[config.mk]
export PLATFORM = sky130hd
export DESIGN_NAME = wb_lru_cache
export DESIGN_NICKNAME = d
export VERILOG_FILES = /design/src/rtl/cache_pkg.sv /design/src/rtl/cache_tags.sv /design/src/rtl/cache_lru.sv /design/src/rtl/cache_data.sv /design/src/rtl/wb_lru_cache.sv
export SDC_FILE = /design/constraint.sdc
export NUM_CORES = 1
export LEC_CHECK = 0
export CAP_MARGIN = 5
export CORE_MARGIN = 5
export CORE_UTILIZATION = 30
export CTS_BUF_LIST = sky130_fd_sc_hd__clkbuf_2
export DETAILED_ROUTE_END_ITERATION = 8
export DONT_BUFFER_PORTS = 1
export GPL_ROUTABILITY_DRIVEN = 0
export PLACE_DENSITY_LB_ADDON = 0.05
export SETUP_SLACK_MARGIN = 0.2
export SLEW_MARGIN = 20
export SYNTH_ARGS = -nofsm -noshare
export SYNTH_HDL_FRONTEND = slang
export SYNTH_HIERARCHICAL = 1
export SYNTH_SLANG_ARGS = --single-unit
[constraint.sdc]
create_clock -name clk -period 12.9 [get_ports clk]
set_input_delay 1.29 -clock clk [delete_from_list [all_inputs] [get_ports clk]]
set_output_delay 1.29 -clock clk [all_outputs]
set_load 0.02 [all_outputs]
[src/rtl/cache_pkg.sv]
package cache_pkg;
  typedef enum logic [2:0] {
    ST_IDLE,
    ST_LOOKUP,
    ST_WB,
    ST_FILL_REQ,
    ST_FILL_WAIT
  } cache_state_e;
endpackage

[src/rtl/cache_tags.sv]
module cache_tags #(
  parameter int LINES = 4,
  parameter int TAG_W = 10,
  parameter int IDX_W = 2
) (
  input  logic                         clk,
  input  logic                         rst,
  input  logic [TAG_W-1:0]             lookup_tag,
  output logic                         hit,
  output logic [IDX_W-1:0]             hit_idx,
  input  logic                         fill_en,
  input  logic [IDX_W-1:0]             fill_idx,
  input  logic [TAG_W-1:0]             fill_tag,
  input  logic                         mark_en,
  input  logic [IDX_W-1:0]             mark_idx,
  output logic [LINES-1:0]             valid_vec,
  output logic [LINES-1:0]             dirty_vec,
  output logic [LINES-1:0][TAG_W-1:0]  tag_vec
);
  logic [LINES-1:0][TAG_W-1:0] tag_q;
  logic [LINES-1:0]            valid_q, dirty_q, match_vec;

  generate
    for (genvar g = 0; g < LINES; g++) begin : g_cmp
      assign match_vec[g] = valid_q[g] && (tag_q[g] == lookup_tag);
    end
  endgenerate

  always_comb begin
    hit_idx = '0;
    for (int i = 0; i < LINES; i++)
      if (match_vec[i]) hit_idx = IDX_W'(i);
  end
  assign hit = |match_vec;

  always_ff @(posedge clk) begin
    if (rst) begin
      valid_q <= '0;
      dirty_q <= '0;
    end else begin
      if (fill_en) begin
        valid_q[fill_idx] <= 1'b1;
        dirty_q[fill_idx] <= 1'b0;
      end
      if (mark_en) dirty_q[mark_idx] <= 1'b1;
    end
  end

  always_ff @(posedge clk) begin
    if (fill_en) tag_q[fill_idx] <= fill_tag;
  end

  assign valid_vec = valid_q;
  assign dirty_vec = dirty_q;
  assign tag_vec   = tag_q;

  AST_ONE_MATCH: assert property (@(posedge clk) disable iff (rst)
    $onehot0(match_vec));
  AST_FILL_CLEAN: assert property (@(posedge clk) disable iff (rst)
    fill_en |=> valid_q[$past(fill_idx)] && !dirty_q[$past(fill_idx)]);
endmodule

[src/rtl/cache_lru.sv]
module cache_lru #(
  parameter int LINES = 4,
  parameter int IDX_W = 2
) (
  input  logic                         clk,
  input  logic                         rst,
  input  logic                         touch_en,
  input  logic [IDX_W-1:0]             touch_idx,
  output logic [LINES-1:0][IDX_W-1:0]  age_vec,
  output logic [IDX_W-1:0]             oldest_idx
);
  localparam int AGE_SUM = LINES * (LINES - 1) / 2;

  logic [LINES-1:0][IDX_W-1:0] age_q;
  int age_sum;

  always_ff @(posedge clk) begin
    if (rst) begin
      for (int i = 0; i < LINES; i++) age_q[i] <= IDX_W'(i);
    end else if (touch_en) begin
      for (int i = 0; i < LINES; i++) begin
        if (IDX_W'(i) == touch_idx)          age_q[i] <= '0;
        else if (age_q[i] < age_q[touch_idx]) age_q[i] <= age_q[i] + 1'b1;
      end
    end
  end

  always_comb begin
    oldest_idx = '0;
    for (int i = 0; i < LINES; i++)
      if (age_q[i] == IDX_W'(LINES - 1)) oldest_idx = IDX_W'(i);
  end

  always_comb begin
    age_sum = 0;
    for (int i = 0; i < LINES; i++) age_sum = age_sum + int'(age_q[i]);
  end

  assign age_vec = age_q;

  AST_AGE_PERMUTATION: assert property (@(posedge clk) disable iff (rst)
    age_sum == AGE_SUM);
  AST_TOUCH_YOUNGEST: assert property (@(posedge clk) disable iff (rst)
    touch_en |=> age_q[$past(touch_idx)] == '0);
endmodule

[src/rtl/cache_data.sv]
module cache_data #(
  parameter int LINES  = 4,
  parameter int WORDS  = 4,
  parameter int DATA_W = 32,
  parameter int IDX_W  = 2,
  parameter int OFF_W  = 2
) (
  input  logic                     clk,
  input  logic                     fill_en,
  input  logic [IDX_W-1:0]         fill_idx,
  input  logic [DATA_W*WORDS-1:0]  fill_line,
  input  logic                     wr_en,
  input  logic [IDX_W-1:0]         wr_idx,
  input  logic [OFF_W-1:0]         wr_off,
  input  logic [DATA_W-1:0]        wr_data,
  input  logic [IDX_W-1:0]         rd_idx,
  input  logic [OFF_W-1:0]         rd_off,
  output logic [DATA_W-1:0]        rd_word,
  input  logic [IDX_W-1:0]         line_idx,
  output logic [DATA_W*WORDS-1:0]  line_data
);
  logic [WORDS-1:0][DATA_W-1:0] lane_word;

  generate
    for (genvar w = 0; w < WORDS; w++) begin : g_lane
      logic [DATA_W-1:0] lane_mem [LINES];
      always_ff @(posedge clk) begin
        if (fill_en)
          lane_mem[fill_idx] <= fill_line[w*DATA_W +: DATA_W];
        else if (wr_en && (wr_off == OFF_W'(w)))
          lane_mem[wr_idx] <= wr_data;
      end
      assign lane_word[w]                   = lane_mem[rd_idx];
      assign line_data[w*DATA_W +: DATA_W]  = lane_mem[line_idx];
    end
  endgenerate

  assign rd_word = lane_word[rd_off];
endmodule

[src/rtl/wb_lru_cache.sv]
module wb_lru_cache #(
  parameter int DATA_W = 32,
  parameter int ADDR_W = 12,
  parameter int LINES  = 4,
  parameter int WORDS  = 4
) (
  input  logic                     clk,
  input  logic                     rst,
  input  logic                     cpu_req_valid,
  output logic                     cpu_req_ready,
  input  logic                     cpu_req_we,
  input  logic [ADDR_W-1:0]        cpu_req_addr,
  input  logic [DATA_W-1:0]        cpu_req_wdata,
  output logic                     cpu_resp_valid,
  output logic [DATA_W-1:0]        cpu_resp_rdata,
  output logic                     mem_req_valid,
  input  logic                     mem_req_ready,
  output logic                     mem_req_we,
  output logic [ADDR_W-1:0]        mem_req_addr,
  output logic [DATA_W*WORDS-1:0]  mem_req_wline,
  input  logic                     mem_rsp_valid,
  input  logic [DATA_W*WORDS-1:0]  mem_rsp_line
);
  import cache_pkg::*;

  localparam int OFF_W = $clog2(WORDS);
  localparam int TAG_W = ADDR_W - OFF_W;
  localparam int IDX_W = $clog2(LINES);

  cache_state_e state_q;
  logic              req_we_q;
  logic [ADDR_W-1:0] req_addr_q;
  logic [DATA_W-1:0] req_wdata_q;
  logic [IDX_W-1:0]  victim_q, victim_c;
  logic              resp_valid_q;
  logic [DATA_W-1:0] resp_rdata_q;

  logic [TAG_W-1:0]  req_tag;
  logic [OFF_W-1:0]  req_off;
  logic              hit, lookup, fill_en, store_hit;
  logic [IDX_W-1:0]  hit_idx, oldest_idx;
  logic [LINES-1:0]  valid_vec, dirty_vec;
  logic [LINES-1:0][TAG_W-1:0] tag_vec;
  logic [LINES-1:0][IDX_W-1:0] age_vec;
  logic [DATA_W-1:0] hit_word;

  assign req_tag   = req_addr_q[ADDR_W-1:OFF_W];
  assign req_off   = req_addr_q[OFF_W-1:0];
  assign lookup    = (state_q == ST_LOOKUP);
  assign store_hit = lookup && hit && req_we_q;
  assign fill_en   = (state_q == ST_FILL_WAIT) && mem_rsp_valid;

  always_comb begin
    victim_c = oldest_idx;
    if (!(&valid_vec)) begin
      for (int i = LINES - 1; i >= 0; i--)
        if (!valid_vec[i]) victim_c = IDX_W'(i);
    end
  end

  cache_tags #(.LINES(LINES), .TAG_W(TAG_W), .IDX_W(IDX_W)) u_tags (
    .clk(clk), .rst(rst), .lookup_tag(req_tag), .hit(hit), .hit_idx(hit_idx),
    .fill_en(fill_en), .fill_idx(victim_q), .fill_tag(req_tag),
    .mark_en(store_hit), .mark_idx(hit_idx),
    .valid_vec(valid_vec), .dirty_vec(dirty_vec), .tag_vec(tag_vec)
  );

  cache_lru #(.LINES(LINES), .IDX_W(IDX_W)) u_lru (
    .clk(clk), .rst(rst), .touch_en(lookup && hit), .touch_idx(hit_idx),
    .age_vec(age_vec), .oldest_idx(oldest_idx)
  );

  cache_data #(.LINES(LINES), .WORDS(WORDS), .DATA_W(DATA_W), .IDX_W(IDX_W), .OFF_W(OFF_W)) u_data (
    .clk(clk), .fill_en(fill_en), .fill_idx(victim_q), .fill_line(mem_rsp_line),
    .wr_en(store_hit), .wr_idx(hit_idx), .wr_off(req_off), .wr_data(req_wdata_q),
    .rd_idx(hit_idx), .rd_off(req_off), .rd_word(hit_word),
    .line_idx(victim_q), .line_data(mem_req_wline)
  );

  always_ff @(posedge clk) begin
    if (rst) begin
      state_q      <= ST_IDLE;
      resp_valid_q <= 1'b0;
      resp_rdata_q <= '0;
      req_we_q     <= 1'b0;
      req_addr_q   <= '0;
      req_wdata_q  <= '0;
      victim_q     <= '0;
    end else begin
      resp_valid_q <= 1'b0;
      unique case (state_q)
        ST_IDLE: if (cpu_req_valid) begin
          req_we_q    <= cpu_req_we;
          req_addr_q  <= cpu_req_addr;
          req_wdata_q <= cpu_req_wdata;
          state_q     <= ST_LOOKUP;
        end
        ST_LOOKUP: begin
          if (hit) begin
            resp_valid_q <= 1'b1;
            if (!req_we_q) resp_rdata_q <= hit_word;
            state_q <= ST_IDLE;
          end else begin
            victim_q <= victim_c;
            state_q  <= (valid_vec[victim_c] && dirty_vec[victim_c]) ? ST_WB : ST_FILL_REQ;
          end
        end
        ST_WB:        if (mem_req_ready) state_q <= ST_FILL_REQ;
        ST_FILL_REQ:  if (mem_req_ready) state_q <= ST_FILL_WAIT;
        ST_FILL_WAIT: if (mem_rsp_valid) state_q <= ST_LOOKUP;
        default:      state_q <= ST_IDLE;
      endcase
    end
  end

  assign cpu_req_ready  = (state_q == ST_IDLE);
  assign cpu_resp_valid = resp_valid_q;
  assign cpu_resp_rdata = resp_rdata_q;
  assign mem_req_valid  = (state_q == ST_WB) || (state_q == ST_FILL_REQ);
  assign mem_req_we     = (state_q == ST_WB);
  assign mem_req_addr   = (state_q == ST_WB) ? {tag_vec[victim_q], {OFF_W{1'b0}}}
                                             : {req_tag, {OFF_W{1'b0}}};

  AST_MEM_REQ_HOLD: assert property (@(posedge clk) disable iff (rst)
    mem_req_valid && !mem_req_ready |=> mem_req_valid && $stable(mem_req_addr) && $stable(mem_req_we));
  AST_RESP_AFTER_HIT: assert property (@(posedge clk) disable iff (rst)
    cpu_resp_valid |-> $past(hit) && $past(state_q) == ST_LOOKUP);
  AST_INVALID_FIRST: assert property (@(posedge clk) disable iff (rst)
    lookup && !hit && !(&valid_vec) |-> !valid_vec[victim_c]);
  AST_VICTIM_OLDEST: assert property (@(posedge clk) disable iff (rst)
    lookup && !hit && (&valid_vec) |-> age_vec[victim_c] == IDX_W'(LINES - 1));
  AST_WB_BEFORE_FILL: assert property (@(posedge clk) disable iff (rst)
    state_q == ST_FILL_REQ && $past(state_q) == ST_LOOKUP |-> !(valid_vec[victim_q] && dirty_vec[victim_q]));
endmodule

==> out/metrics.yaml <==
grt_setup_unrepaired: "no"
drc_errors: 0
p_total_mw: 4.086
vias: 17980
post_drt_wl_per_cell_um: 31.06
clk_path_buf_depth: 3
hold_viol_final: 0
drtAntennaViolNets: 0
ios: 354
crit_type: "flop to flop"
cp-start-kind: "flop"
start_util_pct: 30.07
post_cts_resized: 0
clkSinkCount: 651
ys_seq_elements: 651
power.density_nw_per_um2: 116.5
setup_tns_ns: 0
routed_wirelength_um: 108500
h-tree-depth: 4
drt_iter0_drc: 1131
finClkSkew_ns: 0.08444
ys_top_cells_by_area: "edfxtp_1 55%, mux4_2 20%, dfxtp_1 6.6%"
netlist.area_leader.share_pct: 55.28
cts_tree: "done"
drive_gt1_share_pct: 36.18
drv_slew: 0
async_reset_ff_share_pct: 0
p_leak_nw: 10.94
rrSetupSlack_ns: 7.58
p_sw_mw: 1.078
avgSynthCellArea_um2: 17.08
power.internal_mw: 3.008
fin_util_pct: 35.17
status: "finished clean"
post_dp_cell_area_um2: 31580
synth_edf_count: 552
seqPwrFrac_pct: 57.1
rows: 116
synth_area_um2: 29980
grt_max_degree: 101
pwr-share-clk_pct: 37.1
clockRootBuffer: "clkbuf_2"
hold_path_class: "input port to flop"
cp-end-kind: "flop"
ys_seq_area_share_pct: 61.89
startpoint: "req_addr_q[4]"
coreArea_um2: 99710
grtUsageTotal_pct: 20.17
tightest_slew_ns: 1.078
arrival_ns: 6.33
fin_nets: 2223
switching_share_pct: 26.38
synth_cell_types: 70
portBuffers: 0
viasPerCell: 5.144
relSlewSlack_pct: 28.11
post_cts_buffers: 0
hold_start: "mem_req_ready"
dp_hpwl_um: 71550
yosysTopAreaCell: "edfxtp_1"
postCtsHoldBufs: 177
die_y_um: 326.1
grt_first_pass_wirelength_um: 151000
synth_ff_type: "edfxtp_1"
stdcell_area_um2: 35070
antenna_found_initial: 15
setup_violations: 0
clock_latency_ns: 1.38
path_max_fanout: 34
ir_worst_vdd_mv: 0.06549
drtPass1Iterations: 5
fmax_mhz: 188.1
netlist_instances: 1756
grt-ovfl-total: 0
maxCapViolCount: 0
combPwrFrac_pct: 5.8
syn_to_final_growth_pct: 16.95
grt_pass1_vias: 19320
dieArea_um2: 106400
fin_crit_ns: 5.316
timing.rr.start: "req_addr_q[4]"
die_w_um: 326.1
ys_warn_count: 6
finalCritPeriodShare_pct: 41.21
cts_buffers: 181
clkTransAtPathRegs_ns: 0.09
crit_required_ns: 13.91
-- kinds of logic after synthesis --
family	synth area share, %
compound gates	4.052
xor+xnor	1.168
fa+ha+maj	0.2921
buf+inv	2.228
flops	61.89
mux	25.67
other cells	0.01251
simple gates	4.686
-- power by group through the flow --
stage | combinational, mW | clock (mW) | sequential [mW]
after floorplan | 0.129 | 0 | 2.36
after global placement | 0.183 | 0 | 2.38
after detailed placement | 0.185 | 0 | 2.38
after CTS | 0.244 | 1.61 | 2.33
after global routing | 0.257 | 1.72 | 2.34
final | 0.238 | 1.52 | 2.33
-- area by class of cell --
type	count	area, um^2
fillers	9577	64640
flip-flops and latches	651	18570
multi-input cells	969	10990
repair buffers	220	2137
well taps	1298	1624
clock buffers	282	1411
clock inverters	52	265.3
inverters	15	56.30
diodes	8	20.02
-- synthesized netlist by cell type, types with 2 or more instances --
library cell  count
mux2_2          142
a21oi_1          95
buf_2            44
nand3b_1          3
dfxtp_1          99
o22ai_1           5
nand3_1           8
and3b_1           3
mux4_2          266
a211o_1           2
nand2b_1          4
mux2i_1           8
xnor2_1          26
buf_4            18
nor2_1           35
ha_1              7
edfxtp_1        552
buf_1            13
nand2_1         204
inv_1            14
nor4bb_1          2
nor2b_1           5
nor3_1            4
a31oi_1           4
o21bai_1          2
nor4b_1           2
xor2_1           14
or3_1             3
and2_1            5
nand4_1           7
nor4_1            4
buf_6             4
a22oi_1          65
o21ai_0           4
clkbuf_1         42
nor3b_1           7
-- metrics by stage --
step,setup WS (ns),std cells,hold slack (ns)
detailed placement,7.435,2976,0.4746
global route,7.170,3494,0.1342
CTS,7.288,3487,0.04691
floorplan,7.517,1757,0.4463
finish,7.584,3495,0.3464
global placement,7.425,2976,0.4709
-- cell usage in the layout, fill, tap and decap left out, types with 8 or more instances in the layout --
| cell | netlist | final |
|---|---|---|
| a21oi_1 | 95 | 95 |
| a22oi_1 | 65 | 65 |
| buf_4 | 18 | 41 |
| clkbuf_2 | 1 | 282 |
| clkinv_1 | 0 | 36 |
| clkinv_2 | 0 | 8 |
| dfxtp_1 | 99 | 97 |
| diode_2 | 0 | 8 |
| dlygate4sd3_1 | 0 | 176 |
| edfxtp_1 | 552 | 552 |
| inv_1 | 14 | 14 |
| mux2_2 | 142 | 142 |
| mux2i_1 | 8 | 8 |
| mux4_2 | 266 | 266 |
| nand2_1 | 204 | 202 |
| nand3_1 | 8 | 8 |
| nor2_1 | 35 | 22 |
| nor2_4 | 0 | 14 |
| xnor2_1 | 26 | 26 |
| xor2_1 | 14 | 14 |
-- routing by layer --
layer / vias up / part of all wire (%) / GRT usage [%]
met5: - / 0.060 / 0
met4: 10 / 1.8 / 5.104
met3: 146 / 7.1 / 6.402
met2: 580 / 50 / 34.40
met1: 9404 / 41 / 24.99
li1: 7840 / - / -
-- final timing paths --
kind | depth (start not counted) | to
setup / recovery | 11 | u_data/g_lane[1].lane_mem[0][15]
hold / removal | 3 | state_q[0]
setup reg to reg | 11 | u_data/g_lane[1].lane_mem[0][15]
hold reg to reg | 2 | u_tags/dirty_vec[2]
-- flip-flops by register name, indices dropped and copies added (netlist names) --
name,cells
req_wdata_q,32
u_lru/age_vec,8
u_data/g_lane.lane_mem,512
req_addr_q,12
u_tags/valid_vec,4
req_we_q,1
state_q,3
u_tags/tag_vec,40
victim_q,2
u_tags/dirty_vec,4
cpu_resp_rdata,32
cpu_resp_valid,1
-- critical path, stage by stage, from the launching register on --
cell	delay, ns
dfxtp_1	0.55
xor2_1	0.14
nor4_1	0.38
nand3_1	0.29
o2111ai_1	0.27
nand4bb_1	0.29
inv_2	0.21
and2_1	0.50
and4bb_4	0.86
mux2_2	0.46
nor2_4	0.56
buf_4	0.44
No activity file was read; power rests on OpenSTA's default activity.
